===== src/rtl/domguard_pkg.sv =====
package domguard_pkg;

  // Strobes from the control to the counter datapath.
  typedef struct packed {
    logic lowInc;
    logic lowClr;
    logic highInc;
    logic highClr;
  } cntStrobe_t;

  typedef enum logic {
    ST_ARMED   = 1'b0,
    ST_TRIPPED = 1'b1
  } guardState_t;

endpackage


===== src/rtl/domguard_counters.sv =====
module domguard_counters
  import domguard_pkg::*;
#(
  parameter int DOM_LIMIT = 6000,
  parameter int REL_LIMIT = 10
) (
  input  logic       clk,
  input  logic       rstN,
  input  cntStrobe_t strobe,
  output logic       lowDone,
  output logic       highDone
);

  localparam int LOW_W = $clog2(DOM_LIMIT + 1);
  localparam int HIGH_W = $clog2(REL_LIMIT + 1);
  localparam logic [LOW_W-1:0] LOW_LAST = LOW_W'(DOM_LIMIT - 1);
  localparam logic [HIGH_W-1:0] HIGH_LAST = HIGH_W'(REL_LIMIT - 1);

  logic [LOW_W-1:0]  lowCnt;
  logic [HIGH_W-1:0] highCnt;

  // Number of consecutive low samples seen so far.
  always_ff @(posedge clk or negedge rstN) begin
    if (!rstN) begin
      lowCnt <= '0;
    end else if (strobe.lowClr) begin
      lowCnt <= '0;
    end else if (strobe.lowInc) begin
      lowCnt <= lowCnt + 1'b1;
    end
  end

  // Number of consecutive high samples seen while tripped.
  always_ff @(posedge clk or negedge rstN) begin
    if (!rstN) begin
      highCnt <= '0;
    end else if (strobe.highClr) begin
      highCnt <= '0;
    end else if (strobe.highInc) begin
      highCnt <= highCnt + 1'b1;
    end
  end

  assign lowDone  = (lowCnt == LOW_LAST);
  assign highDone = (highCnt == HIGH_LAST);

  AST_LOW_RANGE: assert property (@(posedge clk) disable iff (!rstN)
    lowCnt <= LOW_LAST) else $error("low count past its window");

  AST_HIGH_RANGE: assert property (@(posedge clk) disable iff (!rstN)
    highCnt <= HIGH_LAST) else $error("high count past its window");

  AST_LOW_CLEARED: assert property (@(posedge clk) disable iff (!rstN)
    strobe.lowClr |=> lowCnt == '0) else $error("low count not cleared");

  AST_HIGH_CLEARED: assert property (@(posedge clk) disable iff (!rstN)
    strobe.highClr |=> highCnt == '0) else $error("high count not cleared");

endmodule


===== src/rtl/domguard_ctrl.sv =====
module domguard_ctrl
  import domguard_pkg::*;
(
  input  logic       clk,
  input  logic       rstN,
  input  logic       txData,
  input  logic       normalMode,
  input  logic       lowDone,
  input  logic       highDone,
  output cntStrobe_t strobe,
  output logic       drvEn,
  output logic       timeoutFlag
);

  guardState_t state;
  guardState_t nextState;

  always_comb begin
    strobe    = '0;
    nextState = state;
    if (!normalMode) begin
      strobe.lowClr  = 1'b1;
      strobe.highClr = 1'b1;
      nextState      = ST_ARMED;
    end else begin
      case (state)
        ST_ARMED: begin
          strobe.highClr = 1'b1;
          if (!txData) begin
            if (lowDone) begin
              nextState     = ST_TRIPPED;
              strobe.lowClr = 1'b1;
            end else begin
              strobe.lowInc = 1'b1;
            end
          end else begin
            strobe.lowClr = 1'b1;
          end
        end
        ST_TRIPPED: begin
          strobe.lowClr = 1'b1;
          if (txData) begin
            if (highDone) begin
              nextState      = ST_ARMED;
              strobe.highClr = 1'b1;
            end else begin
              strobe.highInc = 1'b1;
            end
          end else begin
            strobe.highClr = 1'b1;
          end
        end
        default: nextState = ST_ARMED;
      endcase
    end
  end

  always_ff @(posedge clk or negedge rstN) begin
    if (!rstN) begin
      state <= ST_ARMED;
    end else begin
      state <= nextState;
    end
  end

  assign timeoutFlag = (state == ST_TRIPPED);
  assign drvEn       = normalMode && !txData && (state == ST_ARMED);

  AST_TRIP_NEEDS_LOW: assert property (@(posedge clk) disable iff (!rstN)
    $rose(timeoutFlag) |-> $past(!txData && normalMode)) else $error("trip without low");

  AST_RELEASE_NEEDS_HIGH: assert property (@(posedge clk) disable iff (!rstN)
    ($fell(timeoutFlag) && $past(normalMode)) |-> $past(txData)) else $error("release on low");

  AST_FLAG_BLOCKS_DRIVE: assert property (@(posedge clk) disable iff (!rstN)
    timeoutFlag |-> !drvEn) else $error("driver on while tripped");

  AST_MODE_EXIT_CLEARS: assert property (@(posedge clk) disable iff (!rstN)
    !normalMode |=> !timeoutFlag) else $error("flag survives mode exit");

endmodule


===== src/rtl/domguard_top.sv =====
module domguard_top
  import domguard_pkg::*;
#(
  parameter int DOM_LIMIT = 6000,
  parameter int REL_LIMIT = 10
) (
  input  logic clk,
  input  logic rstN,
  input  logic txData,
  input  logic normalMode,
  output logic drvEn,
  output logic timeoutFlag
);

  cntStrobe_t strobe;
  logic       lowDone;
  logic       highDone;

  domguard_ctrl u_ctrl (
    .clk         (clk),
    .rstN        (rstN),
    .txData      (txData),
    .normalMode  (normalMode),
    .lowDone     (lowDone),
    .highDone    (highDone),
    .strobe      (strobe),
    .drvEn       (drvEn),
    .timeoutFlag (timeoutFlag)
  );

  domguard_counters #(
    .DOM_LIMIT (DOM_LIMIT),
    .REL_LIMIT (REL_LIMIT)
  ) u_counters (
    .clk      (clk),
    .rstN     (rstN),
    .strobe   (strobe),
    .lowDone  (lowDone),
    .highDone (highDone)
  );

  AST_HIGH_NEVER_DRIVES: assert property (@(posedge clk) disable iff (!rstN)
    txData |-> !drvEn) else $error("driver on with high data");

  AST_DRIVE_ONLY_NORMAL: assert property (@(posedge clk) disable iff (!rstN)
    drvEn |-> normalMode) else $error("driver on outside normal mode");

endmodule


===== config.mk =====
export PLATFORM = sky130hd
export DESIGN_NAME = domguard_top
export DESIGN_NICKNAME = d
export VERILOG_FILES = /design/src/rtl/domguard_pkg.sv /design/src/rtl/domguard_counters.sv /design/src/rtl/domguard_ctrl.sv /design/src/rtl/domguard_top.sv
export SDC_FILE = /design/constraint.sdc
export NUM_CORES = 1
export LEC_CHECK = 0
export ABC_AREA = 1
export CAP_MARGIN = 20
export CELL_PAD_IN_SITES_DETAIL_PLACEMENT = 1
export CELL_PAD_IN_SITES_GLOBAL_PLACEMENT = 1
export CORE_AREA = 2 2 53 55
export DETAILED_ROUTE_END_ITERATION = 7
export DIE_AREA = 0 0 55 57
export DONT_BUFFER_PORTS = 1
export MAX_ROUTING_LAYER = met4
export PLACE_DENSITY = 0.75
export SLEW_MARGIN = 40
export SYNTH_ARGS = -nofsm -noshare
export SYNTH_HDL_FRONTEND = slang
export SYNTH_SLANG_ARGS = --single-unit

===== constraint.sdc =====
create_clock -name clk -period 1.37 [get_ports clk]
set_clock_uncertainty 0.1 [all_clocks]
set_input_delay 0.137 -clock clk [delete_from_list [all_inputs] [get_ports clk]]
set_output_delay 0.137 -clock clk [all_outputs]
set_load 0.01 [all_outputs]

# Word level (Yosys, flattened, before mapping)
# Cells that the tools add are included.
[totals]
output_inout_bits = 2
word_cells = 37
register_bits = 18
inputBits = 4
[op_classes]
muxes = 24
bitwise_logic = 1
reduce_logical = 5
n_eq_ne = 2
addsub = 2
[ops]
columns = ["operator", "n"]
rows = [
  ["two-way mux 13 bit", 2],
  ["two-way mux 1 bit", 17],
  ["adder 13 x 1 -> 13 bit, second input constant", 1],
  ["== test 13 bit, second input constant", 1],
  ["two-way mux 4 bit", 2],
  ["one-hot mux 1 bit (2 select lines)", 3],
  ["adder 4 x 1 -> 4 bit, second input constant", 1],
  ["== test 4 bit, second input constant", 1],
  ["nonzero test 2 bit", 2],
  ["logical AND 1 bit", 2],
  ["zero test 1 bit", 1],
  ["NOT 1 bit", 1],
]

# Logic depth before layout (Yosys ltp)
[logic_depth]
depth_word = 7
mapped_depth = 7

# By module
# Synthesis repeated with hierarchy kept, for this count alone.
[unflattened]
hier_cells = 145
area_unflattened_um2 = 1058.5
[modules_own_cells]
columns = ["mod", "area_per_inst_um2", "n_inst", "cells_each", "seq_area_each_um2"]
rows = [
  ["domguard_counters", 975.9, 1, 133, 425.4],
  ["domguard_ctrl", 82.6, 1, 12, 25.0],
]

# Worst setup path before layout
# OpenSTA, ideal clock, no wires.
[synth_timing]
kind = "register -> register"
start = "register u_counters.lowCnt[0]"
end = "register u_counters.lowCnt[5]"
synth_period_minus_slack_ns = 1.354
setup_slack_ns = 0.016
stages_incl_launch_ff = 7
n_path_buf = 0
arrival_time_ns = 1.135
path_cell_list = "dfrtp_1 ha_1 nand3_2 nor2_2 nand2_2 nand2_4 nor2_1"
[synth_between]
elab_chain_cells = 6
elab_cells_between_ends = 13
cone_classes = "add/sub (1); eq/ne (1); mux (10); reduce/logical (1)"
[synth_lines]
columns = ["item", "line_no", "source"]
rows = [
  ["from (decl)", "domguard_counters.sv:19", "logic [LOW_W-1:0] lowCnt;"],
  ["from (signal assigned)", "domguard_counters.sv:29", "lowCnt <= lowCnt + 1'b1;"],
  ["== test 13 bit", "domguard_counters.sv:44", "assign lowDone = (lowCnt == LOW_LAST);"],
  ["two-way mux 1 bit", "domguard_ctrl.sv:30", "if (lowDone) begin"],
  ["two-way mux 1 bit", "domguard_ctrl.sv:29", "if (!txData) begin"],
  ["one-hot mux 1 bit (2 select lines) or two-way mux 1 bit (tied branches)", "domguard_ctrl.sv:26", "case (state)"],
  ["two-way mux 1 bit", "domguard_ctrl.sv:21", "if (!normalMode) begin"],
  ["two-way mux 13 bit or nonzero test 2 bit (tied branches)", "-", ""],
]
# Parallel ways exist; a longest one is shown, timed or not. The select of a mux whose other input is x is not followed.
# A chain may end at the register's enable or synchronous reset.

# Worst setup path after layout
[layout_timing]
start = "register u_ctrl.state, in the netlist u_ctrl.timeoutFlag"
end = "output port drvEn"
[layout_between]
elab_chain_cells = 2
[layout_lines]
columns = ["item", "line_no", "source"]
rows = [
  ["from (decl)", "domguard_ctrl.sv:15", "guardState_t state;"],
  ["from (signal assigned)", "domguard_ctrl.sv:62", "state <= nextState;"],
  ["NOT 1 bit", "domguard_ctrl.sv:67", "assign drvEn = normalMode && !txData && (state == ST_ARMED);"],
  ["logical AND 1 bit", "domguard_ctrl.sv:67", ""],
  ["to (decl)", "domguard_top.sv:11", "output logic drvEn,"],
]
# No other way between the ends.

==> summary.md <==
| Metric | Value |
|---|---|
| Net Switching | 198 µW |
| IO Count | 6 |
| Highest Signal Layer | met4 |
| Drt wl/cell | 13.8 µm |
| Setup TNS | 0 ns |
| VDD IR-drop max | 0.000714 V |
| Critical path arrival | 1.08 ns |
| Setup slack after layout | 0.0491 ns |
| Detail Route met3 WL | 62 µm |
| Die W | 55 µm |
| Initial antenna violation count | 0 |
| H-tree depth reported by CTS | 1 |
| Worst R2R Setup Slack | 0.06 ns |
| Yosys warnings | 0 |
| CTS buffer count | 3 |
| Pint | 660 µW |
| Post-synthesis sequential area ratio | 45.2% |
| I/O Buffers | 0 |
| Max Fclk | 757 MHz |
| HP Class | primary input to register |
| Worst hold start | txData |
| Ys async rst share | 100% |
| Clock sinks | 18 |
| CP Cell Sequence | inv_1, nand2_2, nor2_4, buf_4 |
| Max-slew headroom | 72.8% |
| Final Setup Violations | 0 |
| CTS Root Cell | clkbuf_4 |
| Pleak | 0.517 nW |
| Routability cong. | 0.805 |
| Detailed Route WL | 2.40 mm |
| Clk pwr share | 30.6% |
| CTS tree | done |
| CTS Buffer Depth | 2 |
| Total number of vias | 863 |
| Die height | 57 µm |
| RSZ-0062 raised after global routing | yes |
| Ys flop type | dfrtp_1 |
| Type of destination of the critical path | output port |
| DR vias/cell | 4.96 |
| DR pass1 iterations | 3 |
| Clock period minus final worst setup slack | 1.32 ns |
| Post-Syn Instances | 128 |
| Layout area overhead | 20.8% |
| Status | finished, final reports clean |
| CP startpoint | u_ctrl.timeoutFlag |
| GRT overflow | 0 |
| Row cnt | 19 |
| Core Util, Final | 46.1% |
| Crit path kind | register to output port |
| Pre-CTS WS | -0.0334 ns |
| Largest net degree at the start of global routing | 19 |
| Dpl hpwl | 1.75 mm |
| Worst Tran Pin Value | 0.408 ns |
| M1 WL | 1.03 mm |
| Non-filler cells, final | 174 |
| Power share of the combinational group | 6.9% |
| Count leader, synth | nor2_1 |
| Area leader, netlist | dfrtp_1 |
| Mean Syn Cell Area | 7.79 µm² |
| Inst Count DP | 165 |
| Power per cell area | 712 nW/µm² |
| Max_cap viols | 0 |
| Remaining DRCs | 0 |
| Die footprint | 3140 µm² |
| Final antenna diode count | 0 |
| Wire length on met2 | 1.27 mm |
| Sw frac | 23.1% |
| Slowest-stage cell, CP | dfrtp_1 |
| Final hold vios | 0 |
| Worst Setup Start Kind | register |
| Synth Register Bits | 18 |
| Core Region | 2620 µm² |
| Clock transition at path regs | 0.10 ns |
| Fillers | 335 |
| Yosys top cell area share | 45.2% |
| Placed inst area | 1080 µm² |
| Starting Density | 38.1% |
| Nets@finish | 152 |
| CP required | 1.13 ns |
| Clock insertion delay at the later pin of the skew report | 0.29 ns |
| Post-Syn Nets | 135 |
| DRT antenna net count | 0 |
| Final instance area | 1200 µm² |
| Starting DRT DRC Count | 7 |
| Critical Path Max Stage Delay | 0.39 ns |
| Crit Path Max Fanout | 2 |
| Synthesized cell area | 997 µm² |
| Reg-to-reg startpoint | u_counters.lowCnt[0] |
| Flop pwr share | 62.5% |
| Max Transition Viols Final | 0 |
| Synth top area cells | dfrtp_1, nor2_1, nand2_1 |
| Global-route usage over all layers | 17.5% |
| Period utilization | 96.4% |
| Post-synth EDFFs | 0 |
| First-pass GRT wire length | 3.81 mm |
| Share of post-route cells with drive strength above 1 | 22.4% |
| Number of global-route vias before repair | 933 |
| Yosys cell types | 16 |
| Post-synth top cells | nor2_1, nand2_1, dfrtp_1 |
## worst paths after layout
check,depth (start not counted),end
max in group asynchronous,2,u_counters.lowCnt[2]
min in group asynchronous,2,u_counters.lowCnt[7]
max reg2reg,6,u_counters.lowCnt[5]
max,4,drvEn
min,4,u_counters.lowCnt[11]
min reg2reg,1,u_counters.highCnt[0]
## worst max-delay path: cells and delay by family (launching register included)
kind / cells / cell delay [ns]
buffers and inverters: 2 / 0.21
DFF: 1 / 0.39
and+or+nand+nor: 2 / 0.18
## cells by family after synthesis
logic type,Yosys count,share of synthesized area [%]
adders and majority gates,3,3.76
and+or+nand+nor,81,37.1
xor gates and xnor gates,7,6.15
DFF,18,45.2
buffers and inverters,17,6.40
AOI/OAI and AO/OA,2,1.38
## final cells by class
class / instances / area, µm² / area share [%]
clock buffer: 3 / 22.5 / 1.87
tap: 31 / 38.8 / 3.22
timing repair buffer: 11 / 87.6 / 7.27
inverter: 17 / 63.8 / 5.30
multi-input combinational: 94 / 539 / 44.8
sequential: 18 / 453 / 37.6
## sequential cells by signal, summed over array words and instances, names as in the netlist
signal / flops
u_counters.lowCnt: 13
u_counters.highCnt: 4
u_ctrl.timeoutFlag: 1
## per-layer routing
layer	vias up	global-route usage [%]
met1	422	19.9
met2	9	29.1
met3	4	3.40
li1	428	-
met4	0	7.32
met5	-	-
## what timing repair did
action | CTS | global route
resized for setup | 3 | 10
hold buffers | 3 | 1
endpoints found under the setup margin | 11 | 13
pin swaps | 1 | 3
hold endpoints to repair | 23 | 18
cloned | 0 | 1
buffers inserted | 1 | 0
## cells in the final DEF (no fill, tap or decap)
cell           instances
buf_2                  1
ha_4                   1
nand3_1               15
o21ai_2                1
nand3b_1               1
buf_4                  7
xor2_1                 5
xnor2_1                2
a21oi_1                1
nor2_1                24
nand2_2                1
inv_1                 17
nand4_1                2
dfrtp_1               16
nor2_2                 8
clkbuf_4               3
ha_1                   2
dfrtp_2                2
nor2_4                 2
nand3_2                3
nand2_4                3
dlygate4sd3_1          3
nand2_1               23
## through the flow
step / power, mW / hold WS [ns]
after global placement: 0.576 / -0.258
after detailed placement: 0.577 / -0.258
after CTS: 0.859 / 0.0412
after global routing: 0.896 / 0.0511
after floorplan: 0.565 / -0.259
final: 0.858 / 0.0447
## power groups by stage
stage                     combinational (mW)  clock (mW)  sequential [mW]
after floorplan                       0.0182           0            0.547
after global placement                0.0301           0            0.546
after detailed placement              0.0315           0            0.546
after CTS                             0.0547       0.268            0.537
after global routing                  0.0655       0.293            0.537
final                                 0.0589       0.263            0.536
No activity file was read; power rests on OpenSTA's default activity.
